## config.mk

```make
export PLATFORM = sky130hd
export DESIGN_NAME = i2c_regfile_slave
export DESIGN_NICKNAME = d
export VERILOG_FILES = /design/src/rtl/i2c_rf_pkg.sv /design/src/rtl/i2c_rf_glitch_filter.sv /design/src/rtl/i2c_rf_regbank.sv /design/src/rtl/i2c_rf_engine.sv /design/src/rtl/i2c_regfile_slave.sv
export SDC_FILE = /design/constraint.sdc
export NUM_CORES = 1
export LEC_CHECK = 0
export CORE_UTILIZATION = 50
export CTS_CLUSTER_SIZE = 12
export DETAILED_ROUTE_END_ITERATION = 12
export PLACE_DENSITY_LB_ADDON = 0.2
export SETUP_SLACK_MARGIN = 0.15
export SYNTH_ARGS = -nofsm -noshare
export SYNTH_HDL_FRONTEND = slang
export SYNTH_SLANG_ARGS = --single-unit
```

## constraint.sdc

```tcl
create_clock -name clk -period 3.8 [get_ports clk]
set_input_delay 0.57 -clock clk [delete_from_list [all_inputs] [get_ports clk]]
set_output_delay 0.57 -clock clk [all_outputs]
set_load 0.01 [all_outputs]
```

## src/rtl/i2c_rf_pkg.sv

```systemverilog
package i2c_rf_pkg;

    localparam logic [6:0] DEV_ADDR = 7'b1001101;

    typedef enum logic [3:0] {
        ST_IDLE,
        ST_ADDR,
        ST_ADDR_ACK,
        ST_PTR,
        ST_PTR_ACK,
        ST_WDATA,
        ST_WDATA_ACK,
        ST_RDATA,
        ST_RACK,
        ST_IGNORE
    } eng_state_e;

    typedef struct packed {
        eng_state_e state;
        logic [3:0] cnt;
        logic [7:0] sh;
        logic [7:0] ptr;
        logic       drive;
        logic       busy;
        logic       ptr_set;
        logic       rd;
        logic       nack;
        logic       st_high;
        logic       scl_p;
        logic       sda_p;
    } eng_regs_t;

endpackage

```

## src/rtl/i2c_rf_glitch_filter.sv

```systemverilog
module i2c_rf_glitch_filter #(
    parameter int SYNC_STAGES = 2,
    parameter int FILT_LEN    = 4
) (
    input  logic clk,
    input  logic rst_n,
    input  logic din,
    output logic dout
);
    localparam int CW = $clog2(FILT_LEN + 1);

    logic [SYNC_STAGES-1:0] sync_q;
    logic [CW-1:0]          cnt_d, cnt_q;
    logic                   out_d, out_q;
    logic                   sampled;

    assign sampled = sync_q[SYNC_STAGES-1];

    always_comb begin
        cnt_d = cnt_q;
        out_d = out_q;
        if (sampled == out_q) begin
            cnt_d = '0;
        end else if (cnt_q == CW'(FILT_LEN - 1)) begin
            out_d = sampled;
            cnt_d = '0;
        end else begin
            cnt_d = cnt_q + 1'b1;
        end
    end

    always_ff @(posedge clk or negedge rst_n) begin
        if (!rst_n) begin
            sync_q <= '1;
            cnt_q  <= '0;
            out_q  <= 1'b1;
        end else begin
            sync_q <= {sync_q[SYNC_STAGES-2:0], din};
            cnt_q  <= cnt_d;
            out_q  <= out_d;
        end
    end

    assign dout = out_q;
endmodule

```

## src/rtl/i2c_rf_regbank.sv

```systemverilog
module i2c_rf_regbank #(
    parameter int         NUM_REGS = 10,
    parameter logic [7:0] REV_ID   = 8'h35
) (
    input  logic                  clk,
    input  logic                  rst_n,
    input  logic                  wr_en,
    input  logic [7:0]            wr_addr,
    input  logic [7:0]            wr_data,
    input  logic [7:0]            rd_addr,
    output logic [7:0]            rd_data,
    output logic [NUM_REGS*8-1:0] regs_o
);
    logic [7:0] bank_q [NUM_REGS];

    for (genvar g = 0; g < NUM_REGS; g++) begin : g_reg
        logic [7:0] val_d;
        always_comb begin
            val_d = bank_q[g];
            if (wr_en && (wr_addr == 8'(g))) val_d = wr_data;
        end
        always_ff @(posedge clk or negedge rst_n) begin
            if (!rst_n) bank_q[g] <= '0;
            else        bank_q[g] <= val_d;
        end
        assign regs_o[g*8 +: 8] = bank_q[g];
    end

    always_comb begin
        rd_data = 8'h00;
        for (int i = 0; i < NUM_REGS; i++) begin
            if (rd_addr == 8'(i)) rd_data = bank_q[i];
        end
        if (rd_addr == 8'hFF) rd_data = REV_ID;
    end
endmodule

```

## src/rtl/i2c_rf_engine.sv

```systemverilog
module i2c_rf_engine
    import i2c_rf_pkg::*;
#(
    parameter int NUM_REGS = 10
) (
    input  logic       clk,
    input  logic       rst_n,
    input  logic       scl,
    input  logic       sda,
    input  logic [7:0] rd_data,
    output logic [7:0] rd_addr,
    output logic       wr_en,
    output logic [7:0] wr_addr,
    output logic [7:0] wr_data,
    output logic       sda_drive
);
    eng_regs_t d, q;
    logic scl_rise, scl_fall, start_c, stop_c;

    assign scl_rise = scl & ~q.scl_p;
    assign scl_fall = ~scl & q.scl_p;
    assign start_c  = scl & q.scl_p & q.sda_p & ~sda;
    assign stop_c   = scl & q.scl_p & ~q.sda_p & sda;
    assign rd_addr  = (q.state == ST_ADDR_ACK && !q.ptr_set) ? 8'h00 : q.ptr;
    assign wr_addr  = q.ptr;
    assign wr_data  = q.sh;

    always_comb begin
        d       = q;
        wr_en   = 1'b0;
        d.scl_p = scl;
        d.sda_p = sda;
        if (scl_fall) d.st_high = 1'b0;

        if (start_c) begin
            d.state   = ST_ADDR;
            d.cnt     = '0;
            d.drive   = 1'b0;
            d.st_high = 1'b1;
            d.busy    = 1'b1;
            if (!q.busy) d.ptr_set = 1'b0;
        end else if (stop_c && !q.st_high) begin
            d.state   = ST_IDLE;
            d.drive   = 1'b0;
            d.busy    = 1'b0;
            d.ptr_set = 1'b0;
        end else begin
            case (q.state)
                ST_ADDR, ST_PTR, ST_WDATA: begin
                    if (scl_rise && q.cnt < 4'd8) begin
                        d.sh  = {q.sh[6:0], sda};
                        d.cnt = q.cnt + 4'd1;
                    end else if (scl_fall && q.cnt == 4'd8) begin
                        if (q.state == ST_ADDR) begin
                            if (q.sh[7:1] == DEV_ADDR) begin
                                d.drive = 1'b1;
                                d.rd    = q.sh[0];
                                d.state = ST_ADDR_ACK;
                            end else begin
                                d.state = ST_IGNORE;
                            end
                        end else if (q.state == ST_PTR) begin
                            d.ptr     = q.sh;
                            d.ptr_set = 1'b1;
                            d.drive   = 1'b1;
                            d.state   = ST_PTR_ACK;
                        end else begin
                            wr_en   = (q.ptr < 8'(NUM_REGS));
                            d.ptr   = q.ptr + 8'd1;
                            d.drive = 1'b1;
                            d.state = ST_WDATA_ACK;
                        end
                    end
                end
                ST_ADDR_ACK: begin
                    if (scl_fall) begin
                        d.cnt = '0;
                        if (q.rd) begin
                            d.ptr   = rd_addr;
                            d.drive = ~rd_data[7];
                            d.sh    = {rd_data[6:0], 1'b0};
                            d.state = ST_RDATA;
                        end else begin
                            d.drive = 1'b0;
                            d.state = ST_PTR;
                        end
                    end
                end
                ST_PTR_ACK, ST_WDATA_ACK: begin
                    if (scl_fall) begin
                        d.drive = 1'b0;
                        d.cnt   = '0;
                        d.state = ST_WDATA;
                    end
                end
                ST_RDATA: begin
                    if (scl_rise) begin
                        d.cnt = q.cnt + 4'd1;
                    end else if (scl_fall) begin
                        if (q.cnt == 4'd8) begin
                            d.drive = 1'b0;
                            d.ptr   = q.ptr + 8'd1;
                            d.state = ST_RACK;
                        end else begin
                            d.drive = ~q.sh[7];
                            d.sh    = {q.sh[6:0], 1'b0};
                        end
                    end
                end
                ST_RACK: begin
                    if (scl_rise) begin
                        d.nack = sda;
                    end else if (scl_fall) begin
                        if (!q.nack) begin
                            d.cnt   = '0;
                            d.drive = ~rd_data[7];
                            d.sh    = {rd_data[6:0], 1'b0};
                            d.state = ST_RDATA;
                        end else begin
                            d.state = ST_IGNORE;
                        end
                    end
                end
                default: ;
            endcase
        end
    end

    always_ff @(posedge clk or negedge rst_n) begin
        if (!rst_n) begin
            q       <= '0;
            q.state <= ST_IDLE;
            q.scl_p <= 1'b1;
            q.sda_p <= 1'b1;
        end else begin
            q <= d;
        end
    end

    assign sda_drive = q.drive;
endmodule

```

## src/rtl/i2c_regfile_slave.sv

```systemverilog
module i2c_regfile_slave #(
    parameter int         NUM_REGS    = 10,
    parameter int         SYNC_STAGES = 2,
    parameter int         FILT_LEN    = 4,
    parameter logic [7:0] REV_ID      = 8'h35
) (
    input  logic                  clk,
    input  logic                  rst_n,
    input  logic                  scl_i,
    input  logic                  sda_i,
    output logic                  sda_drive_low_o,
    output logic [NUM_REGS*8-1:0] regs_o
);
    logic       scl_f, sda_f;
    logic       wr_en;
    logic [7:0] wr_addr, wr_data, rd_addr, rd_data;
    logic [1:0] line_in, line_out;

    assign line_in = {sda_i, scl_i};

    for (genvar g = 0; g < 2; g++) begin : g_line
        i2c_rf_glitch_filter #(
            .SYNC_STAGES(SYNC_STAGES),
            .FILT_LEN   (FILT_LEN)
        ) u_filt (
            .clk  (clk),
            .rst_n(rst_n),
            .din  (line_in[g]),
            .dout (line_out[g])
        );
    end

    assign scl_f = line_out[0];
    assign sda_f = line_out[1];

    i2c_rf_engine #(.NUM_REGS(NUM_REGS)) u_eng (
        .clk      (clk),
        .rst_n    (rst_n),
        .scl      (scl_f),
        .sda      (sda_f),
        .rd_data  (rd_data),
        .rd_addr  (rd_addr),
        .wr_en    (wr_en),
        .wr_addr  (wr_addr),
        .wr_data  (wr_data),
        .sda_drive(sda_drive_low_o)
    );

    i2c_rf_regbank #(.NUM_REGS(NUM_REGS), .REV_ID(REV_ID)) u_bank (
        .clk    (clk),
        .rst_n  (rst_n),
        .wr_en  (wr_en),
        .wr_addr(wr_addr),
        .wr_data(wr_data),
        .rd_addr(rd_addr),
        .rd_data(rd_data),
        .regs_o (regs_o)
    );
endmodule

```

==> results by stage, run 1 <==
Critical path:
- The critical path runs through a total of 8 cells.
- Data arrives at the worst endpoint at 3250 ps.
- Traced cell by cell, the critical path runs through buf_4 > nor4b_1 > buf_4 > a211oi_1 > o2111ai_1 > a21oi_1 > o21ai_0 > o2bb2ai_1.
- The worst setup path is of the flop to flop kind.
- The worst setup path is launched from a flop.
- The largest single stage delay on the critical path is between 600 and 700 ps.
- Data on the critical path is required at its endpoint by 4070 ps.
- The worst register-to-register path has a depth of 8.
- For this design, the slowest cell found on the critical path is a21oi_1.
- The number of buffers and inverters on the critical path is 2.
- The element type at the critical path end is a flop.
- The maximum net fanout on the critical path is 18.
- On the critical path the largest part of the delay comes from compound AO/OA/AOI/OAI gates.
- The library cell appearing most often on the critical path is buf_4.

CTS:
- The tree built by TritonCTS fans out to about 120 sinks.
- The tree is rooted in a clkbuf_16.
- In this run, post-CTS repair resized a total of 0 instances.
- In this run, CTS created clock tree buffers numbering 17.
- After clock tree synthesis, the clock-pin slew on the worst setup and hold paths is ~60 ps.
- The H-tree was split into 4 levels.
- The number of setup buffers added after CTS is 0.
- Hold repair after CTS inserted 0 buffers.
- The latest clock arrival within the worst-skew pair is roughly 430 ps.
- No sink is reached through more buffers than the 2 on the longest clock path.
- TritonCTS built the clock tree.

Power and ir drop:
- Across the VDD grid, the largest voltage drop is between 0.3 and 0.4 mV.
- The power per standard cell area is slightly below 700 mW/mm^2.
- For this design the static power due to leakage is between 3 and 4 nW.
- The total design power is ~5.6 mW.

Drt:
- After the first detailed-routing iteration, the DRC count stood at between 400 and 500.
- The total met3 wirelength after detailed routing is around 1.5 mm.
- The first TritonRoute pass finished after 5 iterations.
- The total wirelength of the detailed-routed design is around 19 mm.
- The met1 wire length is roughly 8.7 mm.
- After detailed routing, no signal wire sits above met4.
- The routed layout has around 5,500 vias.
- Detailed routing placed a total of ~8.7 mm of wire on met2.
- The count of nets left with antenna violations once routing finished came out at 0.
- After detailed routing, the number of vias per cell comes to between 6 and 7.
- The final routed DRC violation total is 0.
- After detailed routing, the average wire length per cell comes to around 22 microns.

Synth:
- The synthesized netlist devotes ~15% of its cell area to simple gates.
- The largest family of logic cells by synthesized area is multiplexers.
- During synthesis, Yosys emitted a total of 0 warnings.
- The synthesized netlist devotes around 1.5% of its cell area to adder and majority cells.
- The fraction of synthesized cell area taken by the top area cell type is between 40% and 50%.
- Counting flops with an async set or reset pin after synthesis yields a share of 100%.
- The cell type contributing the most total cell area after synthesis is dfrtp_1.
- Counting distinct cell types in the post-synthesis netlist gives 75.
- The number of flops mapped to enable cells by yosys is 0.
- The synthesized netlist occupies a cell area of between 0.006 and 0.007 sq mm.
- The number of register bits inferred by synthesis is between 100 and 150.
- By area the synthesized netlist is led by dfrtp_1, mux2_2, dfstp_2.
- Dividing the synthesized area by the synthesized cell count gives roughly 11 sq um.
- The compound-cell area share of the yosys netlist is between 15 and 20%.
- The net count of the mapped netlist is 630.
- The xor and xnor area share after synthesis is less than 1%.
- The prevailing post-synth register cell is dfrtp_1.
- After synthesis, the share of cell area in mux cells is 16.8%.
- The sequential share of the synthesized area is between 40% and 50%.
- The post-synthesis instance total is 618.

Timing:
- The count of pins over their slew limit was 0.
- Static timing analysis puts the maximum clock frequency at approximately 340 MHz.
- The final hold violation count was 0.
- At the pin with the least slew margin, the transition time is between 900 and 1000 ps.
- The tightest slew margin relative to the limit is a little under two fifths.
- The setup skew after layout is about 11 ps.
- The final critical path takes up about four fifths of the cycle.
- For the final routed database, the setup TNS stands at 0 ps.
- The minimum setup slack in the final design is 825 ps.
- Setup repair after global routing left no endpoint under its margin.
- After layout, the minimum clock period comes to slightly below 3000 ps.
- Hold timing on the final database bottoms out at a slack of between 200 and 300 ps.
- The final count of negative-setup-slack endpoints is 0.

Cells and area:
- The fraction of layout instances using a drive strength above 1 is about 23%.
- The number of nets in the layout is between 700 and 800.
- Compared with the post-synthesis result, the final layout area differs by 24.4%.
- The final cell area excluding filler cells is 0.00825 sq mm.
- The final standard cell count with taps included and fillers excluded is slightly below 900.
- Measured on the finished design, the core utilization comes to about 65%.
- The number of antenna diodes in the final layout is 0.

Placed design:
- The placed instances occupy a cell area of 0.00766 sq mm.
- The weighted congestion at the end of routability-driven global placement is 0.918.
- Buffers placed on the I/O ports in this run total 84.
- The wire-length estimate of the detail-placed layout is roughly 14 mm.
- Counting tap cells, the placed design contains a total of approximately 850 instances.
- OpenSTA, run right after detailed placement, puts the worst setup slack at between 800 and 900 ps.

Global routing:
- Entering global routing, the biggest net connects 73 pins.
- The total overflow left after global routing is 0.
- The first global-routing pass estimated 30.5 mm of wire.
- The number of antenna violations at the first check in global routing came to 0.
- The via count of the first global-routing pass came to roughly 5,400.
- In the global route stage, overall resource usage came out at a little under a third.

Floorplanning:
- The die is between 100 and 150 microns wide.
- The core box area is approximately 0.013 sq mm.
- The floorplan step defined a die boundary enclosing 0.0137 sq mm.
- The number of ports placed on the die boundary is 85.
- The number of placement rows is between 40 and 50.
- The vertical extent of the die is about 120 microns.
- The initial utilization of the core area, before any placement, comes to around half.

Job:
- The max-cap violation count is 0.

Min path:
- The class of the worst hold path is primary input to asynchronous set/reset pin.

Run status:
- The flow ran to the end, and the final reports show no timing, DRC or antenna violations.
==> per-layer routing <==
metal / GRT usage, % / up-vias
li1: - / 2465
met1: 42.6 / 2765
met2: 45.3 / 251
met3: 9.01 / 38
met4: 11.2 / 0
met5: 0 / -
==> worst register-to-register path: cells and delay by family (launching register included) <==
kind / cells / cell delay (ps)
AO/OA/AOI/OAI: 5 / 1730
flip-flops: 1 / 540
AND/OR/NAND/NOR: 1 / 80
buffers and inverters: 2 / 470
==> final timing paths <==
path,start,end,slack [ps]
setup / recovery,u_eng.q[28],u_eng.wr_addr[6],830
hold / removal,rst_n,u_bank.regs_o[45],290
setup reg to reg,u_eng.q[28],u_eng.wr_addr[6],830
hold reg to reg,g_line[0].u_filt.sync_q[0],g_line[0].u_filt.sync_q[1],360
max in group asynchronous,rst_n,g_line[1].u_filt.sync_q[1],2660
min in group clk,g_line[0].u_filt.sync_q[0],g_line[0].u_filt.sync_q[1],360
==> layout make-up <==
| type | count | area (sq um) |
|---|---|---|
| sequential | 124 | 3110 |
| tap | 172 | 215 |
| fill | 1010 | 4520 |
| clock buffer | 17 | 425 |
| multi-input combinational | 444 | 3320 |
| inverter | 14 | 52.6 |
| clock inverter | 15 | 164 |
| timing repair buffer | 99 | 963 |
==> flip-flops by register name (all words and copies together) (netlist names) <==
name	count
u_eng.q	15
u_bank.regs_o	80
u_eng.sda_drive	1
g_line.u_filt.cnt_q	6
g_line.u_filt.dout	2
u_eng.wr_data	8
g_line.u_filt.sync_q	4
u_eng.wr_addr	8
==> report_power, final <==
part,internal [mW],switching (mW)
clock network,0.975,0.647
registers,1.50,0.374
logic,0.772,1.31
total,3.25,2.33
==> cells in the final DEF, fill, tap and decap left out, types with 4 or more instances in the layout <==
cell type | netlist | layout
a211oi_1 | 8 | 8
o31ai_1 | 7 | 7
o22ai_1 | 10 | 10
nand3_1 | 9 | 9
nor3_1 | 9 | 9
nand2b_1 | 13 | 13
mux2_2 | 81 | 81
inv_6 | 0 | 4
a2bb2oi_1 | 4 | 4
o21ai_0 | 35 | 35
clkinvlp_4 | 0 | 4
clkbuf_16 | 0 | 17
buf_4 | 0 | 15
a31oi_1 | 9 | 9
clkdlybuf4s50_1 | 0 | 83
o2bb2ai_1 | 5 | 5
and2_1 | 9 | 9
and3_1 | 8 | 8
a21oi_1 | 23 | 23
a22oi_1 | 11 | 11
nor2_1 | 29 | 29
a21o_1 | 4 | 4
nor3b_1 | 8 | 8
nor2b_1 | 13 | 13
mux2i_1 | 11 | 11
ha_1 | 8 | 8
inv_1 | 13 | 13
nand2_1 | 46 | 46
mux2_4 | 6 | 6
dfrtp_1 | 116 | 116
dfstp_2 | 8 | 8
==> Yosys cell counts, types with 3 or more instances <==
master / count
dfrtp_1: 116
mux2_2: 81
nand2_1: 46
o21ai_0: 35
nor2_1: 29
clkbuf_1: 28
a21oi_1: 23
inv_1: 13
nand2b_1: 13
nor2b_1: 13
a22oi_1: 11
mux2i_1: 11
o22ai_1: 10
a31oi_1: 9
and2_1: 9
nand3_1: 9
nor3_1: 9
a211oi_1: 8
and3_1: 8
dfstp_2: 8
ha_1: 8
nor3b_1: 8
o31ai_1: 7
mux2_4: 6
buf_2: 5
o2bb2ai_1: 5
a21o_1: 4
a2bb2oi_1: 4
a22o_1: 3
a32o_1: 3
a32oi_1: 3
nand2_2: 3
nand3b_1: 3
nor4_1: 3
o21bai_1: 3
or2_2: 3
or3b_2: 3
==> cells by family (layout without fill, tap and decap cells) <==
family | after synthesis | count (layout)
compound gates | 156 | 156
buf+inv | 50 | 145
xor+xnor | 2 | 2
simple gates | 180 | 180
fa+ha+maj | 8 | 8
mux | 98 | 98
flops | 124 | 124
No activity file was read; power rests on OpenSTA's default activity.
==> run 2: changes to the inputs <==
==> constraint.sdc (replaced) <==
create_clock -name clk -period 3.1 [get_ports clk]
set_input_delay 0.465 -clock clk [delete_from_list [all_inputs] [get_ports clk]]
set_output_delay 0.465 -clock clk [all_outputs]
set_load 0.01 [all_outputs]
==> results by stage, run 2 (synthesized netlist as in run 1, its figures left out) <==
Drt:
- The remaining number of nets flagged by the antenna check after routing is 0.
- Dividing the detail-routed wire length by the instance count gives between 20 and 25 microns.
- The number of DRC markers in iteration 0 is 609.
- The total wirelength of the detailed-routed design is 19.6 mm.
- For this run, design rule violations remaining after detail routing come to 0.
- Before antenna repair, the detailed router went through 6 iterations.
- The routed layout has about 5,700 vias.
- The via count normalized by instance count is around 6.3.

Critical path:
- For the worst setup path, the data required time is between 3000 and 4000 ps.
- The depth of the worst register-to-register path is 9.
- The first element of the critical path is u_eng.q[24].
- The worst setup path is of the flop to flop kind.
- The largest single stage delay on the critical path is around 620 ps.
- For the worst setup path, the data arrival time is slightly above 3000 ps.
- The setup slack of the most critical reg-to-reg path is 350 ps.
- The capture point of the critical path is u_bank.regs_o[48].
- The element type at the critical path end is a flop.
- The maximum net fanout on the critical path is 8.
- Traced cell by cell, the critical path runs through inv_1 > ha_1 > and3b_1 > nand2_1 > or4_1 > buf_4 > nor2_1 > nand2_2 > mux2_2.
- The worst reg2reg path endpoint is u_bank.regs_o[48].
- The worst setup path is launched from a flop.
- The launching point of the worst reg2reg path is u_eng.q[24].
- For this design, the slowest cell found on the critical path is or4_1.

CTS:
- In this run the number of H-tree levels came out at 4.
- The total of cells resized after clock tree synthesis is 0.
- The number of buffers added by the clock tree synthesis step is 17.
- The clock tree from TritonCTS is done.
- In this run, post-CTS hold repair placed 0 buffers.
- In this run the post-CTS setup repair buffer count came out at 0.
- The clock-pin slew on the worst setup and hold paths is 60 ps.
- The clock sink total is approximately 120.
- CTS placed an instance of clkbuf_16 at the clock tree root.
- The maximum count of clock buffers along a single path is 2.
- The later pin in the worst-skew pair is clocked with a latency of between 400 and 500 ps.

Floorplanning:
- The effective utilization at floorplan is approximately half.
- The number of ports placed on the die boundary is 85.
- After floorplanning, the core was sized to cover between 0.01 and 0.015 sq mm.
- The horizontal extent of the die is ~120 microns.
- The number of placement rows is 41.
- The floorplan step set the die height to 117 microns.
- The die covers about 0.014 sq mm.

Cells and area:
- Leaving out fill and tap cells, the most frequent cells in the layout are dfrtp_1, clkdlybuf4s50_1, mux2_2, nand2_1, o21ai_0.
- The fraction of layout instances using a drive strength above 1 is 23.5%.
- Leaving out fill and tap cells, the most frequent cell in the layout is dfrtp_1.
- The layout overhead on the synthesized area is 25.1%.
- The register with the most flip-flops in the layout has 80 of them.
- The antenna diode count is 0.
- In the final design database the tool counted 721 nets.

Placed design:
- During placement, the flow inserted port buffers numbering between 80 and 90.
- The weighted congestion at the end of routability-driven global placement is 0.931.
- Detailed placement finished with a half-perimeter wire length of approximately 14 mm.

Timing:
- The clock period minus worst slack is ~2700 ps.
- The count of pins over their slew limit is 0.
- Setup violations remaining at the end of the flow were counted as 0.
- Summed over all failing endpoints, the final setup total negative slack is 0 ps.
- For the pin with the worst max-slew slack, the measured transition is about 800 ps.
- The setup skew after layout is roughly 6.8 ps.
- The share of the clock period used by the worst path after layout is between 80% and 90%.
- Timing would allow up to about 360 MHz.
- The final hold violation count is 0.
- The tightest slew margin relative to the limit is 46.7%.
- Setup repair after global routing left no endpoint under its margin.

Job:
- The max-cap violation count is 0.

Global routing:
- Global routing used a little under a third of the available tracks.
- Global routing finished with a remaining overflow of 0.
- The via count of the first global-routing pass is roughly 5,600.
- The number of antenna violations at the first check in global routing came to 1.
- Entering global routing, the biggest net connects 82 pins.
- The first global-routing pass estimated roughly 31 mm of wire.

Run status:
- The run finished with clean final reports.

Power and ir drop:
- In this run the static leakage power is approximately 3.6 nW.
- The total design power is just under 7 mW.
- The power per standard cell area is 824 mW/mm^2.
- Across the VDD grid, the largest voltage drop is ~0.55 mV.

Min path:
- The path class of the tightest hold or removal check is primary input to asynchronous set/reset pin.
[run 2: cell types whose count changed in the layout (fill, tap and decap cells not counted), sizes merged]
cell      change
buf           +9
bufinv        -1
clkinv        -2
clkinvlp      +4
inv           -1
[run 2: per-layer routing]
layer	vias to the layer above	GRT usage (%)	share of wire, %
li1	2479	-	-
met1	2846	43.2	44
met2	292	45.7	45
met3	41	8.75	8.4
met4	2	10.1	2.1
met5	-	0	0.066
[run 2: per-stage QoR]
step / utilization (%) / instance area (sq um) / cells / setup WS [ps] / hold WS, ps
global placement: 60.5 / 7730 / 862 / 446 / 347
floorplan: - / 6630 / 618 / 642 / 169
CTS: 64.9 / 8290 / 894 / 361 / 68.7
detailed placement: 60.5 / 7730 / 862 / 393 / 348
finish: 64.9 / 8290 / 894 / 355 / 51.6
global route: 64.9 / 8290 / 894 / 172 / 85.5
[run 2: cell type report]
cell class | instances | area [sq um]
Clock buffer | 17 | 425
Inverter | 14 | 52.6
Timing Repair Buffer | 108 | 1030
Multi-Input combinational cell | 444 | 3320
Sequential cell | 124 | 3110
Tap cell | 172 | 215
Fill cell | 990 | 4480
Clock inverter | 15 | 141
[run 2: where the power goes]
| group | internal (mW) | switching (mW) | total (mW) |
|---|---|---|---|
| clock network | 1.11 | 0.795 | 1.91 |
| registers | 1.84 | 0.481 | 2.32 |
| logic | 1.01 | 1.59 | 2.60 |
| total | 3.97 | 2.87 | 6.83 |
[run 2: critical path, delay by kind of cell, from the launching register on]
kind	cells	cell delay (ps)
AND/OR/NAND/NOR	5	1430
flip-flops	1	420
multiplexers	1	340
buffers and inverters	2	280
adder cells (fa/ha/maj)	1	160
[run 2: worst min-delay path by stage]
stage                     cells after the start                    endpoint                       start
after floorplan                               0   g_line[0].u_filt.cnt_q[0]                       rst_n
after global placement                        0  g_line[0].u_filt.sync_q[1]  g_line[0].u_filt.sync_q[0]
after detailed placement                      0  g_line[1].u_filt.sync_q[1]  g_line[1].u_filt.sync_q[0]
after CTS                                     1           u_bank.regs_o[66]                       rst_n
after global routing                          1           u_bank.regs_o[66]                       rst_n
final                                         1           u_bank.regs_o[66]                       rst_n
